[src/rtl/irqc_pkg.sv]
package irqc_pkg;
   localparam int NSRC_DEF  = 28;
   localparam int LVL_BITS  = 4;
   localparam int FIELDS    = 4;
   localparam int NREG_DEF  = 3;
   localparam int CODE_BITS = 12;
   localparam logic [CODE_BITS-1:0] CODE_BASE = 12'h400;
   localparam logic [CODE_BITS-1:0] CODE_STEP = 12'h020;

   typedef struct packed {
      logic                fixed;
      logic [1:0]          reg_id;
      logic [1:0]          field;
      logic [LVL_BITS-1:0] lvl;
   } prio_src_t;

   // Source -> level origin. Index order is the tie-break order.
   function automatic prio_src_t src_map(input int i);
      prio_src_t m;
      m = '{fixed: 1'b0, reg_id: 2'd0, field: 2'd0, lvl: '0};
      case (i)
         0:  begin m.fixed = 1'b1; m.lvl = 4'd6; end
         1:  begin m.fixed = 1'b1; m.lvl = 4'd4; end
         2:  begin m.fixed = 1'b1; m.lvl = 4'd2; end
         3:  begin m.reg_id = 2'd2; m.field = 2'd0; end
         4:  begin m.reg_id = 2'd2; m.field = 2'd3; end
         5, 6, 7, 8, 9:
             begin m.reg_id = 2'd2; m.field = 2'd2; end
         10: begin m.reg_id = 2'd0; m.field = 2'd3; end
         11, 27:
             begin m.reg_id = 2'd0; m.field = 2'd2; end
         12, 13:
             begin m.reg_id = 2'd0; m.field = 2'd1; end
         14, 15, 16:
             begin m.reg_id = 2'd0; m.field = 2'd0; end
         17, 18, 19, 20:
             begin m.reg_id = 2'd1; m.field = 2'd1; end
         21, 22, 23, 24:
             begin m.reg_id = 2'd2; m.field = 2'd1; end
         25: begin m.reg_id = 2'd1; m.field = 2'd3; end
         26: begin m.reg_id = 2'd1; m.field = 2'd2; end
         default: begin m.fixed = 1'b1; m.lvl = '0; end
      endcase
      return m;
   endfunction

   function automatic logic [CODE_BITS-1:0] src_code(input int i);
      return CODE_BASE + CODE_STEP * CODE_BITS'(i);
   endfunction
endpackage

[src/rtl/irqc_state.sv]
module irqc_state
   import irqc_pkg::*;
#(
   parameter int NSRC  = NSRC_DEF,
   parameter int REG_W = LVL_BITS * FIELDS,
   parameter int NREG  = NREG_DEF,
   parameter int SEL_W = 2
)(
   input  logic                   clk,
   input  logic                   rst_n,
   input  logic [NSRC-1:0]        req_lines,
   input  logic                   pw_en,
   input  logic [SEL_W-1:0]       pw_sel,
   input  logic [REG_W-1:0]       pw_data,
   input  logic                   en_we,
   input  logic [NSRC-1:0]        en_data,
   output logic [NREG*REG_W-1:0]  prio_q,
   output logic [NSRC-1:0]        en_q,
   output logic [NSRC-1:0]        pend_q
);
   always_ff @(posedge clk) begin
      if (!rst_n) begin
         pend_q <= '0;
         en_q   <= '1;
      end else begin
         pend_q <= req_lines;
         if (en_we) en_q <= en_data;
      end
   end

   for (genvar r = 0; r < NREG; r++) begin : g_preg
      always_ff @(posedge clk) begin
         if (!rst_n)
            prio_q[r*REG_W +: REG_W] <= '0;
         else if (pw_en && pw_sel == SEL_W'(r))
            prio_q[r*REG_W +: REG_W] <= pw_data;
      end
   end


   pend_track_chk: assert property (@(posedge clk) disable iff (!rst_n)
      $past(rst_n) |-> pend_q == $past(req_lines));


   prio_load_chk: assert property (@(posedge clk) disable iff (!rst_n)
      (pw_en && 32'(pw_sel) < NREG) |=>
         prio_q[$past(pw_sel)*REG_W +: REG_W] == $past(pw_data));


   prio_hold_chk: assert property (@(posedge clk) disable iff (!rst_n)
      (!pw_en || 32'(pw_sel) >= NREG) |=> $stable(prio_q));
endmodule

[src/rtl/irqc_prio_map.sv]
module irqc_prio_map
   import irqc_pkg::*;
#(
   parameter int NSRC  = NSRC_DEF,
   parameter int LVL_W = LVL_BITS,
   parameter int REG_W = LVL_BITS * FIELDS,
   parameter int NREG  = NREG_DEF
)(
   input  logic [NREG*REG_W-1:0] prio_q,
   output logic [NSRC*LVL_W-1:0] lvl
);
   for (genvar i = 0; i < NSRC; i++) begin : g_src
      localparam prio_src_t M = src_map(i);
      if (M.fixed) begin : g_fix
         assign lvl[i*LVL_W +: LVL_W] = LVL_W'(M.lvl);
      end else begin : g_prog
         localparam int BASE = int'(M.reg_id) * REG_W + int'(M.field) * LVL_W;
         assign lvl[i*LVL_W +: LVL_W] = prio_q[BASE +: LVL_W];
      end
   end
endmodule

[src/rtl/irqc_pick.sv]
module irqc_pick #(
   parameter int NSRC  = 28,
   parameter int LVL_W = 4,
   localparam int IDX_W = $clog2(NSRC)
)(
   input  logic                   clk,
   input  logic                   rst_n,
   input  logic [NSRC*LVL_W-1:0]  lvl,
   input  logic [NSRC-1:0]        elig,
   output logic                   found,
   output logic [IDX_W-1:0]       win_idx,
   output logic [LVL_W-1:0]       win_lvl
);
   // Ascending scan with >= so that a later source wins a tie.
   always_comb begin
      found   = 1'b0;
      win_idx = '0;
      win_lvl = '0;
      for (int i = 0; i < NSRC; i++) begin
         if (elig[i] && (!found || lvl[i*LVL_W +: LVL_W] >= win_lvl)) begin
            found   = 1'b1;
            win_idx = IDX_W'(i);
            win_lvl = lvl[i*LVL_W +: LVL_W];
         end
      end
   end


   pick_elig_chk: assert property (@(posedge clk) disable iff (!rst_n)
      found |-> elig[win_idx]);


   pick_none_chk: assert property (@(posedge clk) disable iff (!rst_n)
      !found |-> elig == '0);
endmodule

[src/rtl/irq_prio_ctrl.sv]
module irq_prio_ctrl
   import irqc_pkg::*;
#(
   parameter int NSRC   = NSRC_DEF,
   parameter int LVL_W  = LVL_BITS,
   parameter int REG_W  = LVL_BITS * FIELDS,
   parameter int NREG   = NREG_DEF,
   parameter int SEL_W  = 2,
   parameter int CODE_W = CODE_BITS
)(
   input  logic              clk,
   input  logic              rst_n,
   input  logic [NSRC-1:0]   req_lines,
   input  logic              pw_en,
   input  logic [SEL_W-1:0]  pw_sel,
   input  logic [REG_W-1:0]  pw_data,
   input  logic              en_we,
   input  logic [NSRC-1:0]   en_data,
   input  logic              cpu_block,
   input  logic [LVL_W-1:0]  cpu_mask,
   output logic              irq,
   output logic [CODE_W-1:0] event_code
);
   localparam int IDX_W = $clog2(NSRC);

   if (LVL_W != LVL_BITS || REG_W != LVL_W * FIELDS || CODE_W != CODE_BITS ||
       NSRC > 32 || NREG > (1 << SEL_W)) begin : g_cfg_bad
      $error("irq_prio_ctrl: unsupported parameter combination");
   end

   logic [NREG*REG_W-1:0] prio_q;
   logic [NSRC-1:0]       en_q, pend_q, elig;
   logic [NSRC*LVL_W-1:0] lvl;
   logic                  found;
   logic [IDX_W-1:0]      win_idx;
   logic [LVL_W-1:0]      win_lvl;

   irqc_state #(.NSRC(NSRC), .REG_W(REG_W), .NREG(NREG), .SEL_W(SEL_W)) u_state (
      .clk(clk), .rst_n(rst_n), .req_lines(req_lines),
      .pw_en(pw_en), .pw_sel(pw_sel), .pw_data(pw_data),
      .en_we(en_we), .en_data(en_data),
      .prio_q(prio_q), .en_q(en_q), .pend_q(pend_q));

   irqc_prio_map #(.NSRC(NSRC), .LVL_W(LVL_W), .REG_W(REG_W), .NREG(NREG)) u_map (
      .prio_q(prio_q), .lvl(lvl));

   for (genvar i = 0; i < NSRC; i++) begin : g_elig
      assign elig[i] = pend_q[i] & en_q[i] & ~cpu_block &
                       (lvl[i*LVL_W +: LVL_W] > cpu_mask);
   end

   irqc_pick #(.NSRC(NSRC), .LVL_W(LVL_W)) u_pick (
      .clk(clk), .rst_n(rst_n), .lvl(lvl), .elig(elig),
      .found(found), .win_idx(win_idx), .win_lvl(win_lvl));

   assign irq        = found;
   assign event_code = found ? src_code(int'(win_idx)) : '0;


   win_above_mask_chk: assert property (@(posedge clk) disable iff (!rst_n)
      irq |-> win_lvl > cpu_mask);


   win_enabled_chk: assert property (@(posedge clk) disable iff (!rst_n)
      irq |-> (pend_q[win_idx] && en_q[win_idx]));


   blk_quiet_chk: assert property (@(posedge clk) disable iff (!rst_n)
      cpu_block |-> (!irq && event_code == '0));
endmodule

[config.mk]
export PLATFORM = sky130hd
export DESIGN_NAME = irq_prio_ctrl
export DESIGN_NICKNAME = d
export VERILOG_FILES = /design/src/rtl/irqc_pkg.sv /design/src/rtl/irqc_state.sv /design/src/rtl/irqc_prio_map.sv /design/src/rtl/irqc_pick.sv /design/src/rtl/irq_prio_ctrl.sv
export SDC_FILE = /design/constraint.sdc
export NUM_CORES = 1
export LEC_CHECK = 0
export BUFFER_PORTS_ARGS = -buffer_cell sky130_fd_sc_hd__buf_2
export CAP_MARGIN = 20
export CORE_UTILIZATION = 55
export DETAILED_ROUTE_END_ITERATION = 16
export GPL_TIMING_DRIVEN = 1
export PLACE_DENSITY = 0.84
export REMOVE_ABC_BUFFERS = 1
export SYNTH_ARGS = -nofsm -noshare
export SYNTH_HDL_FRONTEND = slang
export SYNTH_HIERARCHICAL = 1
export SYNTH_SLANG_ARGS = --single-unit
[constraint.sdc]
create_clock -name clk -period 68.8 [get_ports clk]
set_input_delay 3.44 -clock clk [delete_from_list [all_inputs] [get_ports clk]]
set_output_delay 3.44 -clock clk [all_outputs]
set_load 0.005 [all_outputs]
==> metrics.txt, run 1 <==
outcome finished, final reports clean; # IOs between 90 and 100; TritonRoute pass-1 iters 5; fin nets 1791; PD cells between 10 and 15 nW/µm²; FP Rows 55; number of fill cells in the layout ~2000; CTS clk-pin slew, worst paths ~70 ps; ant diodes 0; number of global-route vias before repair approximately 11000; post-CTS sizing 0; skew final 0 ps; initial drt markers 860; Routed Antenna Nets 0; Final Hold Fails 0; share of cells above drive strength 1 around 14%; Setup Viol. Count Final 0; clock buffer depth 2; worst hold path type flip-flop to flip-flop; Placeable Area 22700 µm²; largest net degree at the start of global routing just over 90; CTS tree built; VDD IR-drop max about 0.011 mV; Die H ~150 µm; critical path class input pin to output pin; R2R setup slack approximately 68000 ps; Critical Path AT a little over 50000 ps; CTS Buf Count 9; via count 11100; Final Cycle Share about 79%; H-tree depth 3; RSZ-0062 raised after global routing no; Root Driver clkbuf_16; total power 189 µW; CP most frequent cell ha_1; P&R area growth vs syn 0.518%; Avg Cell Area, Syn 8.32 µm²; Final Critical Period 54080 ps; Port Buf Inserts 89; initial antenna violation count 0; Residual DRC 0; GRT Total Usage 26.3%; Wirelength per Cell ~17 µm; DIE WIDTH approximately 150 µm; Worst-Skew Late Latency 350 ps; Die ar. 23900 µm²; reported max-cap violation count 0; crit path max fanout 14; Fmax about 18 MHz; total wire length 31.2 mm; Worst EP required approximately 65000 ps; final core occ between 50% and 60%; leakage ~0.0057 µW; Max stage delay on crit path 780 ps; Initial Util 56.4%; remaining global-route overflow 0; Worst-Margin Slew just under 1000 ps; slowest cell on the critical path o311ai_1; setup TNS 0 ps; cell area after synthesis roughly 13000 µm²; Slew HR around 34%; Setup Fix Bufs, Post-CTS 0; first-pass GRT wire length a little over 50 mm; Hold-fix buffers, CTS 0; crit path capture type output pin; Max Slew Vio Count 0; GPL Wtd Cong roughly 0.95; CTS sink cnt 100; vias per cell slightly above 6; startpoint class of the critical path input pin; dpl hpwl about 24 mm; Cells after Synth between 1500 and 2000; Yosys warnings 6
==> worst paths after layout <==
path,start,end,cells past startpoint
max,cpu_mask[2],event_code[9],214
min reg2reg,u_state/en_q[14],u_state/en_q[14],2
min,u_state/en_q[14],u_state/en_q[14],2
max reg2reg,u_state/prio_q[38],u_state/prio_q[38],2
==> power breakdown <==
part | total (µW) | internal [µW] | leakage (µW) | switching [µW]
combinational | 75.2 | 32.7 | 0.00471 | 42.5
sequential | 64.2 | 60.6 | 0.000823 | 3.55
clock | 49.7 | 25.8 | 0.000129 | 23.9
total | 189 | 119 | 0.00567 | 69.9
==> through the flow <==
step | setup slack [ps] | hold WS, ps | cell area (µm²) | instances
floorplan | 21140 | 440 | 11700 | 1392
global placement | 17170 | 458 | 12600 | 1780
detailed placement | 15970 | 464 | 12600 | 1781
CTS | 15520 | 483 | 12900 | 1797
global route | 11500 | 503 | 12900 | 1797
finish | 14720 | 480 | 12900 | 1797
==> cells in the final DEF, fill, tap and decap left out, types with 11 or more instances in the layout <==
cell type / instances
a21o_1: 28
a21oi_1: 84
a21oi_2: 21
a31o_2: 11
and2_1: 45
buf_2: 88
buf_4: 15
conb_1: 18
dfxtp_1: 100
ha_1: 201
inv_1: 107
mux2i_1: 82
nand2_1: 157
nand2b_1: 35
nand4_1: 31
nand4b_4: 20
nor2_1: 56
nor2b_1: 53
nor3_1: 19
o211ai_1: 50
o21a_1: 25
o21ai_0: 58
==> critical path: cells and delay by family <==
family          cells  cell delay (ps)
compound gates    105            25840
simple gates       65            10280
buf+inv             8              820
mux                 4             1420
fa+ha+maj          32             8760
==> cell type report <==
type                            count  area (µm²)  area share [%]
Clock buffer                       12         246            1.91
Clock inverter                      4        32.5           0.253
Inverter                          107         402            3.12
Multi-Input combinational cell   1185        9270            72.0
Sequential cell                   100        2000            15.5
Tap cell                          285         357            2.77
Timing Repair Buffer              104         568            4.41
==> per-layer routing <==
metal	global-route usage, %	vias to the layer above	part of all wire [%]
li1	-	5411	-
met1	34.5	5191	45
met2	44.1	422	46
met3	2.47	68	5.6
met4	11.2	0	3.2
met5	0	-	0
==> registers in the layout, indices dropped and copies added (netlist names) <==
name	count
u_state/en_q	28
u_state/prio_q	44
u_state/pend_q	28
Note: power is estimated with default switching activity, not from simulation.
==> run 2: changes to the inputs <==
--- a/config.mk
+++ b/config.mk
@@ -10,7 +10,7 @@
 export CORE_UTILIZATION = 55
 export DETAILED_ROUTE_END_ITERATION = 16
 export GPL_TIMING_DRIVEN = 1
-export PLACE_DENSITY = 0.84
+export PLACE_DENSITY = 0.87
 export REMOVE_ABC_BUFFERS = 1
 export SYNTH_ARGS = -nofsm -noshare
 export SYNTH_HDL_FRONTEND = slang
==> constraint.sdc (replaced) <==
create_clock -name clk -period 48.2 [get_ports clk]
set_input_delay 2.41 -clock clk [delete_from_list [all_inputs] [get_ports clk]]
set_output_delay 2.41 -clock clk [all_outputs]
set_load 0.005 [all_outputs]
==> metrics.txt, run 2 (synthesized netlist as in run 1, its figures left out) <==
number of global-route vias before repair 10800 (was 10500); Final Critical Period 46990 ps; Worst-Margin Slew 999 ps (was 983 ps); crit path to event_code[9] (unchanged); DIE WIDTH 155 µm (unchanged); internal power 177 µW (was 119 µW); Worst-Skew Late Latency 350 ps (about the same); Final Cell Area 13700 µm² (was 12900 µm²); Setup Viol. Count Final 0 (unchanged); initial drt markers 1106 (was 860); CTS clk-pin slew, worst paths 70 ps (about the same); number of fill cells in the layout 1870 (was 1998); H-tree depth 3 (unchanged); Sw Pwr 106 µW (was 69.9 µW); startpoint class of the critical path input pin (unchanged); outcome finished, final reports clean (unchanged); cell area after placement 12600 µm² (about the same); PD cells 20.6 nW/µm² (was 14.7 nW/µm²); critical path class input pin to output pin (unchanged); biggest regs u_state/prio_q: 44 flops, u_state/en_q: 28 flops, u_state/pend_q: 28 flops (unchanged); Max Slew Vio Count 0 (unchanged); # IOs 96 (unchanged); Final Cycle Share roughly 100%; fin nets 1852 (was 1791); most frequent cells in the layout 200 x ha_1, 156 x nand2_1, 106 x inv_1 (was 201 x ha_1, 157 x nand2_1, 107 x inv_1); Initial Util 56.4% (unchanged); GPL Wtd Cong 0.942 (was 0.955); Wirelength per Cell 18.7 µm (was 17.4 µm); Placeable Area 22700 µm² (unchanged); remaining global-route overflow 0 (unchanged); critical path buffer and inverter count 17 (was 8); CTS Buf Count 9 (unchanged); R2R Path End u_state/prio_q[22] (was u_state/prio_q[38]); CTS sink cnt 100 (unchanged); total wire length 34.7 mm (was 31.2 mm); Final Hold Fails 0 (unchanged); commonest non-fill, non-tap cell in the layout ha_1 (unchanged); via count 11700 (was 11100); FP Rows 55 (unchanged); CP most frequent cell ha_1 (unchanged); Die ar. 23900 µm² (unchanged); P&R area growth vs syn 7.32% (was 0.518%); hold depth 2 (unchanged); Die H 155 µm (unchanged); Critical Path AT 44580 ps (was 50640 ps); VDD IR-drop max 0.0175 mV (was 0.0110 mV); dpl hpwl 24.5 mm (was 23.7 mm); Critical Path Start cpu_mask[1] (was cpu_mask[2]); Worst EP required 45790 ps (was 65360 ps); TritonRoute pass-1 iters 7 (was 5); Biggest register u_state/prio_q (unchanged); Critical Path Stages 219 (was 214); Combinational Power Share 42.7% (was 39.8%); leakage 0.00604 µW (was 0.00567 µW); reg2reg start u_state/prio_q[22] (was u_state/prio_q[38]); Hold-fix buffers, CTS 0 (unchanged); Layout Cells excl Fill 1857 (was 1797); Max stage delay on crit path 440 ps (was 780 ps); R2R setup slack 47070 ps (was 67700 ps); delay-heaviest family, CP compound AO/OA/AOI/OAI gates (unchanged); max reg flops 44 (unchanged); Sw Ratio 37.5% (was 37.0%); GRT Total Usage 27.6% (was 26.3%); Residual DRC 0 (unchanged); share of cells above drive strength 1 21.4% (was 14.3%); Port Buf Inserts 89 (unchanged); first-pass GRT wire length 53.4 mm (was 51.1 mm); largest net degree at the start of global routing 97 (was 91); vias per cell 6.29 (was 6.17); skew final 0 ps (unchanged); crit path max fanout 9 (was 14); initial antenna violation count 0 (unchanged); Slew HR 33.4% (was 34.5%); R2R cell count 2 (unchanged); CTS tree built (unchanged); clock buffer depth 2 (unchanged); clock power share 24.8% (was 26.3%); Fmax about 21 MHz; worst hold path type flip-flop to flip-flop (unchanged); reported max-cap violation count 0 (unchanged); slowest cell on the critical path o41a_1 (was o311ai_1); Reg power frac 32.5% (was 34.0%); Routed Antenna Nets 0 (unchanged); crit path capture type output pin (unchanged); Root Driver clkbuf_16 (unchanged); dpl cells 1786 (was 1781); ant diodes 0 (unchanged)
==> run 2: worst reg2reg max path, stage by stage, from the launching register on <==
cell	delay, ps
dfxtp_1	780
nand2_1	110
mux2i_1	160
==> run 2: power groups by stage <==
stage	clock [µW]	combinational, µW	sequential [µW]
6_report	70.1	121	92.0
3_3_place_gp	0	99.4	93.6
2_1_floorplan	0	75.5	92.3
5_1_grt	74.1	133	92.6
3_5_place_dp	0	105	93.8
4_1_cts	70.9	106	91.8
==> run 2: worst min path at each step <==
stage / from / to / slack (ps)
after floorplan: u_state/en_q[13] / u_state/en_q[13] / 440
after global placement: u_state/en_q[17] / u_state/en_q[17] / 460
after detailed placement: u_state/en_q[15] / u_state/en_q[15] / 460
after CTS: u_state/en_q[15] / u_state/en_q[15] / 480
after global routing: u_state/en_q[14] / u_state/en_q[14] / 510
final: u_state/en_q[15] / u_state/en_q[15] / 480
==> run 2: what timing repair did <==
action                     4_1_cts  5_1_grt
pin swaps                        3       33
setup buffers                    3       53
setup endpoints to repair        5        5
gates resized for setup         12       88
==> run 2: cell type report <==
| cell class | count | area, µm² | share of cell area (%) |
|---|---|---|---|
| multi-input cells | 1185 | 9690 | 70.5 |
| clock buffers | 12 | 246 | 1.79 |
| flip-flops and latches | 100 | 2000 | 14.6 |
| well taps | 285 | 357 | 2.59 |
| repair buffers | 165 | 1030 | 7.46 |
| clock inverters | 3 | 23.8 | 0.173 |
| inverters | 107 | 405 | 2.95 |
==> run 2: per-layer routing <==
metal	track usage [%]	routed length [µm]
met5	0	0
met2	45.3	16000
met1	35.6	14800
met3	3.25	2220
met4	14.0	1650
==> run 2: per-stage QoR <==
step	setup TNS [ps]	util, %	setup WS, ps	total power, µW	hold WS (ps)
4_1_cts	0	57.2	82.9	269	483
5_1_grt	-2790	60.5	-739	299	507
3_5_place_dp	-3710	55.6	-986	198	464
2_1_floorplan	0	-	2600	168	440
6_report	0	60.5	1210	283	475
3_3_place_gp	0	55.6	603	193	456
